==> config.mk <==
export PLATFORM = sky130hd
export DESIGN_NAME = flash_irq_status
export DESIGN_NICKNAME = d
export VERILOG_FILES = /design/src/rtl/fisu_pkg.sv /design/src/rtl/fisu_intstat.sv /design/src/rtl/fisu_cfg.sv /design/src/rtl/fisu_cmd_gate.sv /design/src/rtl/flash_irq_status.sv
export SDC_FILE = /design/constraint.sdc
export NUM_CORES = 1
export LEC_CHECK = 0
export ABC_AREA = 0
export BUFFER_PORTS_ARGS = -buffer_cell sky130_fd_sc_hd__buf_2
export CORE_UTILIZATION = 41
export DETAILED_ROUTE_END_ITERATION = 7
export PLACE_DENSITY_LB_ADDON = 0.1
export SYNTH_ARGS = -nofsm -noshare
export SYNTH_HDL_FRONTEND = slang
export SYNTH_SLANG_ARGS = --single-unit
==> constraint.sdc <==
create_clock -name clk -period 1.1 [get_ports clk]
set_input_delay 0.22 -clock clk [delete_from_list [all_inputs] [get_ports clk]]
set_output_delay 0.22 -clock clk [all_outputs]
set_load 0.02 [all_outputs]
==> src/rtl/fisu_pkg.sv <==
package fisu_pkg;
  localparam int unsigned REG_W = 16;

  typedef enum logic [1:0] {
    SEL_INT  = 2'd0,
    SEL_CFG1 = 2'd1,
    SEL_CFG2 = 2'd2,
    SEL_CMD  = 2'd3
  } reg_sel_e;

  localparam int unsigned INT_MASTER = 15;

  // completion sources: index 0 load, 1 program, 2 erase
  localparam int unsigned NUM_DONE = 3;
  localparam int unsigned DONE_POS [NUM_DONE] = '{7, 6, 5};

  localparam int unsigned ERR_CMD = 10;
  // error class bits indexed by op_class: load, program, erase
  localparam int unsigned NUM_ERR_CLASS = 3;
  localparam int unsigned ERR_POS [NUM_ERR_CLASS] = '{13, 12, 11};
  localparam int unsigned ERR_LO = 10;
  localparam int unsigned ERR_HI = 13;

  localparam int unsigned CFG_POL_BIT = 6;
  localparam int unsigned CFG_RDY_BIT = 7;
endpackage

==> src/rtl/fisu_intstat.sv <==
module fisu_intstat
  import fisu_pkg::*;
#(
  parameter int unsigned DW = REG_W,
  parameter logic [DW-1:0] COLD_VAL = 16'h8080,
  parameter logic [DW-1:0] WARM_VAL = 16'h8010
) (
  input  logic          clk,
  input  logic          rst,
  input  logic          cold_sel,
  input  logic          ev_reset,
  input  logic          wr_int,
  input  logic [DW-1:0] wr_data,
  input  logic          ev_load,
  input  logic          ev_prog,
  input  logic          ev_erase,
  input  logic          ev_cmd_err,
  input  logic          ev_op_err,
  input  logic [1:0]    op_class,
  output logic [DW-1:0] int_q,
  output logic [DW-1:0] err_q
);
  localparam logic [DW-1:0] MASTER_M = DW'(1) << INT_MASTER;
  localparam logic [DW-1:0] ERR_FIELD =
    ((DW'(1) << (ERR_HI + 1)) - DW'(1)) & ~((DW'(1) << ERR_LO) - DW'(1));

  logic [NUM_DONE-1:0] done_ev;
  logic [DW-1:0]       done_mask [NUM_DONE];
  logic [DW-1:0]       class_mask [NUM_ERR_CLASS];
  logic [DW-1:0]       done_set, err_set, int_and, int_d, err_d;
  logic                wipe;

  assign done_ev = {ev_erase, ev_prog, ev_load};

  for (genvar g = 0; g < NUM_DONE; g++) begin : g_done
    assign done_mask[g] = done_ev[g] ? (MASTER_M | (DW'(1) << DONE_POS[g])) : '0;
  end

  for (genvar c = 0; c < NUM_ERR_CLASS; c++) begin : g_cls
    assign class_mask[c] = (ev_op_err && (op_class == 2'(c))) ? (DW'(1) << ERR_POS[c]) : '0;
  end

  always_comb begin
    done_set = ev_cmd_err ? MASTER_M : '0;
    for (int i = 0; i < NUM_DONE; i++) done_set = done_set | done_mask[i];
    err_set = (ev_cmd_err || ev_op_err) ? (DW'(1) << ERR_CMD) : '0;
    for (int i = 0; i < NUM_ERR_CLASS; i++) err_set = err_set | class_mask[i];
  end

  assign int_and = wr_int ? (int_q & wr_data) : int_q;
  assign wipe    = wr_int && !int_and[INT_MASTER];
  // events are ORed after the clear so they are never lost
  assign int_d   = int_and | done_set;
  assign err_d   = (wipe ? (err_q & ~ERR_FIELD) : err_q) | err_set;

  always_ff @(posedge clk) begin
    if (rst) begin
      int_q <= cold_sel ? COLD_VAL : WARM_VAL;
      err_q <= '0;
    end else if (ev_reset) begin
      int_q <= WARM_VAL;
      err_q <= '0;
    end else begin
      int_q <= int_d;
      err_q <= err_d;
    end
  end
endmodule

==> src/rtl/fisu_cfg.sv <==
module fisu_cfg
  import fisu_pkg::*;
#(
  parameter int unsigned DW = REG_W,
  parameter logic [DW-1:0] CFG1_RST = 16'h40C0,
  parameter int unsigned RD_MASK_BITS = 5
) (
  input  logic          clk,
  input  logic          rst,
  input  logic          ev_reset,
  input  logic          wr_cfg1,
  input  logic          wr_cfg2,
  input  logic [DW-1:0] wr_data,
  output logic [DW-1:0] cfg1_rd,
  output logic [DW-1:0] cfg2_q,
  output logic          pol_bit,
  output logic          rdy_q
);
  localparam logic [DW-1:0] RD_MASK = ~((DW'(1) << RD_MASK_BITS) - DW'(1));

  logic [DW-1:0] cfg1_q;

  always_ff @(posedge clk) begin
    if (rst || ev_reset) begin
      cfg1_q <= CFG1_RST;
      cfg2_q <= '0;
      rdy_q  <= 1'b1;
    end else begin
      if (wr_cfg1) begin
        cfg1_q <= wr_data;
        rdy_q  <= wr_data[CFG_RDY_BIT];
      end
      if (wr_cfg2) cfg2_q <= wr_data;
    end
  end

  assign cfg1_rd = cfg1_q & RD_MASK;
  assign pol_bit = cfg1_q[CFG_POL_BIT];
endmodule

==> src/rtl/fisu_cmd_gate.sv <==
module fisu_cmd_gate
  import fisu_pkg::*;
#(
  parameter int unsigned DW = REG_W
) (
  input  logic          clk,
  input  logic          rst,
  input  logic          ev_reset,
  input  logic          wr_cmd,
  input  logic          busy_flag,
  input  logic [DW-1:0] wr_data,
  output logic [DW-1:0] cmd_q,
  output logic          go_q
);
  logic take;
  assign take = wr_cmd && !busy_flag;

  always_ff @(posedge clk) begin
    if (rst || ev_reset) begin
      cmd_q <= '0;
      go_q  <= 1'b0;
    end else begin
      go_q <= take;
      if (take) cmd_q <= wr_data;
    end
  end
endmodule

==> src/rtl/flash_irq_status.sv <==
module flash_irq_status
  import fisu_pkg::*;
#(
  parameter int unsigned DW = REG_W,
  parameter logic [DW-1:0] COLD_INT = 16'h8080,
  parameter logic [DW-1:0] WARM_INT = 16'h8010,
  parameter logic [DW-1:0] CFG1_RST = 16'h40C0,
  parameter int unsigned CFG1_RD_MASK_BITS = 5
) (
  input  logic          clk,
  input  logic          rst,
  input  logic          cold_sel,
  input  logic          wr_en,
  input  logic [1:0]    wr_sel,
  input  logic [DW-1:0] wr_data,
  input  logic          ev_load,
  input  logic          ev_prog,
  input  logic          ev_erase,
  input  logic          ev_reset,
  input  logic          ev_cmd_err,
  input  logic          ev_op_err,
  input  logic [1:0]    op_class,
  output logic [DW-1:0] int_status,
  output logic [DW-1:0] ctrl_status,
  output logic [DW-1:0] cfg1_rd,
  output logic [DW-1:0] cfg2_rd,
  output logic [DW-1:0] cmd_code,
  output logic          cmd_go,
  output logic          irq,
  output logic          rdy
);
  logic wr_int, wr_cfg1, wr_cfg2, wr_cmd, pol_bit;

  assign wr_int  = wr_en && (reg_sel_e'(wr_sel) == SEL_INT);
  assign wr_cfg1 = wr_en && (reg_sel_e'(wr_sel) == SEL_CFG1);
  assign wr_cfg2 = wr_en && (reg_sel_e'(wr_sel) == SEL_CFG2);
  assign wr_cmd  = wr_en && (reg_sel_e'(wr_sel) == SEL_CMD);

  fisu_intstat #(.DW(DW), .COLD_VAL(COLD_INT), .WARM_VAL(WARM_INT)) u_stat (
    .clk(clk), .rst(rst), .cold_sel(cold_sel), .ev_reset(ev_reset),
    .wr_int(wr_int), .wr_data(wr_data),
    .ev_load(ev_load), .ev_prog(ev_prog), .ev_erase(ev_erase),
    .ev_cmd_err(ev_cmd_err), .ev_op_err(ev_op_err), .op_class(op_class),
    .int_q(int_status), .err_q(ctrl_status)
  );

  fisu_cfg #(.DW(DW), .CFG1_RST(CFG1_RST), .RD_MASK_BITS(CFG1_RD_MASK_BITS)) u_cfg (
    .clk(clk), .rst(rst), .ev_reset(ev_reset),
    .wr_cfg1(wr_cfg1), .wr_cfg2(wr_cfg2), .wr_data(wr_data),
    .cfg1_rd(cfg1_rd), .cfg2_q(cfg2_rd), .pol_bit(pol_bit), .rdy_q(rdy)
  );

  fisu_cmd_gate #(.DW(DW)) u_cmd (
    .clk(clk), .rst(rst), .ev_reset(ev_reset),
    .wr_cmd(wr_cmd), .busy_flag(int_status[INT_MASTER]), .wr_data(wr_data),
    .cmd_q(cmd_code), .go_q(cmd_go)
  );

  // pin level from two flops; polarity bit 1 means active-high
  assign irq = int_status[INT_MASTER] ^ ~pol_bit;
endmodule

==> metrics.md <==
| Metric | Value |
|---|---|
| Total power density per cell area | `1450 mW/mm²` |
| Fraction of the yosys area taken by sequential cells | `53.8%` |
| Number of synthesized flops with an enable pin | `1` |
| Remaining DRCs | `0` |
| Startpoint type of the worst setup path | `flop` |
| CP Launch Point | `u_stat.int_q[15]` |
| Die span in x | `78.5 µm` |
| Hold buffers post-CTS | `0` |
| Number of port buffers | `95` |
| Cells after synthesis | `282` |
| Kind of critical path | `flop to output port` |
| Overall power | `4.92 mW` |
| Height of the chip | `78.5 µm` |
| Startpoint of the tightest hold check path | `ev_load` |
| Overall via count from detail_route | `2253` |
| Starting density of the core | `43.1%` |
| Placeable core region | `0.00557 mm²` |
| RSZ-0062 raised after global routing | `true` |
| Count of unique library cells instantiated by Yosys | `29` |
| Fraction of the cycle the final worst path needs | `118%` |
| Share of final-layout standard cells stronger than drive strength 1 | `41.5%` |
| Primary flip-flop cell chosen by synthesis mapping | `dfxtp_1` |
| Async S/R FF share, synth | `0%` |
| Root cell of the clock tree | `clkbuf_8` |
| Critical R2R Launch | `u_stat.int_q[15]` |
| TritonCTS sink count | `64` |
| Wirelength per Cell | `13.6 µm` |
| Post-Syn Area per Cell | `8.52 µm²` |
| Worst hold-check slack | `103 ps` |
| Static Leakage | `1.61 nW` |
| Element type at the critical path end | `output port` |
| Number of hold violations in the final report | `0` |
| Iteration-0 DRC count of the detailed router | `55` |
| Crit path setup slack, layout | `-195 ps` |
| Max cap viols | `0` |
| Ys Warns | `0` |
| Maximum frequency from static timing analysis | `0.772 GHz` |
| Worst EP required | `880 ps` |
| Wire length of the first global-routing pass | `9910 µm` |
| RD Place Congestion | `0.808` |
| Total setup violations reported at the end of the flow | `19` |
| Non-filler instance count after layout | `470` |
| Pin count of the biggest net entering global routing | `44` |
| Cell area after synthesis | `0.00240 mm²` |
| Worst IR Drop VDD | `0.821 mV` |
| Remaining Overflow, GRT | `0` |
| Routed via count divided by cell count | `4.79` |
| Post-detailed-placement half-perimeter wirelength | `4500 µm` |
| Placement Cell Area | `0.00301 mm²` |
| Remaining antenna violation count | `0` |
| Data arrival time of the worst path | `1070 ps` |
| Layout area overhead | `41.0%` |
| Worst-path maximum fanout | `2` |
| Design Area, Final | `0.00339 mm²` |
| Number of top-level pins | `113` |
| Number of H-tree levels | `3` |
| Maximum count of clock buffers along a single path | `2` |
| CTS tree | `yes` |
| Diodes inserted | `0` |
| Run status | `finished with violations` |
| Worst Skew | `6.95 ps` |
| Clock edge transition at the registers on the reported setup and hold paths | `80 ps` |
| Vias in the first global route | `2049` |
| Placed cell count | `451` |
| Failing checks | `setup timing` |
| HP Class | `primary input to flop` |
| Post-layout net count | `423` |
| Clock latency on the worst-skew pair | `340 ps` |
| Final period demand of the worst path | `1290 ps` |
| Fin. max-slew vios | `0` |
| Number of antenna violations at the first check in global routing | `0` |
| Drt total wl | `6420 µm` |
| Die outline area | `0.00617 mm²` |
| Core Rows | `27` |
| Num CTS Buffers | `9` |
| Drt first pass iters | `4` |
| Count of fill cells added during filler insertion | `543` |
| Worst Setup Slack post-DPL | `-256 ps` |
| Post-synthesis register bit count | `64` |
| Global Route Usage Sum | `21.4%` |
-- synth_stat cells (3+ instances only) --
cell      number  area, µm²
inv_1          3       11.3
nand3_1        4       20.0
o21ai_0        6       30.0
nand2_1       93        349
buf_4         20        150
nand3b_1       3       22.5
buf_2          3       15.0
o211a_1       11        110
clkbuf_1      13       48.8
dfxtp_1       63       1260
a21oi_1       42        210
-- per-layer routing --
layer / part of all wire, % / track usage (%) / vias to the layer above
li1: - / - / 1118
met1: 44 / 26.2 / 1050
met2: 49 / 35.0 / 79
met3: 6.4 / 5.23 / 6
met4: 0.87 / 10.6 / 0
met5: 0 / 0 / -
-- report_power, final --
group	total, mW	switching, mW	leakage [nW]	internal, mW
clock network	2.13	0.944	0.108	1.19
logic	0.423	0.277	0.982	0.147
registers	2.37	0.0172	0.519	2.35
total	4.92	1.24	1.61	3.68
-- metrics by stage --
step	utilization, %	setup TNS (ps)
after detailed placement	53.9	-4920
after global routing	60.8	-2930
final	60.8	-2010
after floorplan	-	-781
after global placement	53.9	-4510
after CTS	58.7	-1730
-- cell usage in the layout, fill, tap and decap left out, drive strengths merged --
cell type and n:
clkbuf 10, clkinvlp 1, dfxtp 63, nor4 1, a21boi 1, o21ai 7, or3b 1, o211ai 1
nand4b 1, a22oi 1, nand3b 3, a21oi 43, or2 1, o211a 11, o22ai 2, inv 4
xnor2 1, nand4 1, buf 121, edfxtp 1, nor2 2, clkinv 3, and4b 1, conb 17
and3b 2, nand2 93, nand3 4, bufinv 1
-- cell type report --
type / instances / area (µm²) / area share (%)
Multi-Input combinational cell: 194 / 1010 / 29.9
Tap cell: 72 / 90.1 / 2.66
Clock buffer: 10 / 149 / 4.39
Clock inverter: 6 / 65.1 / 1.92
Sequential cell: 64 / 1300 / 38.3
Inverter: 3 / 11.3 / 0.332
Timing Repair Buffer: 121 / 762 / 22.5
-- worst max-delay path, stage by stage, from the launching register on --
cell and delay, ps:
dfxtp_4 350, buf_6 120, xnor2_2 110, buf_4 150
-- logic make-up (layout without fill, tap and decap cells) --
family / after synthesis / count (layout) / share of synthesized area [%]
simple gates: 110 / 110 / 19.3
flops: 64 / 64 / 53.8
compound gates: 66 / 66 / 16.6
xor+xnor: 1 / 1 / 0.365
other cells: 1 / 17 / 0.156
buf+inv: 40 / 140 / 9.84
-- what timing repair did --
item                       CTS  global route
pin swaps                    8             4
gates cloned                 0             1
resized for setup           12            37
hold endpoints to repair     0             0
setup endpoints to repair    6            31
buffers inserted             2             0
-- worst paths after layout --
| check | cells past startpoint | slack, ps | to |
|---|---|---|---|
| setup / recovery | 3 | -190 | irq |
| hold / removal | 3 | 100 | u_stat.int_q[15] |
| setup reg to reg | 5 | -130 | u_cmd.cmd_q[15] |
| hold reg to reg | 1 | 450 | flop |
Power figures use the tool's default switching activity.
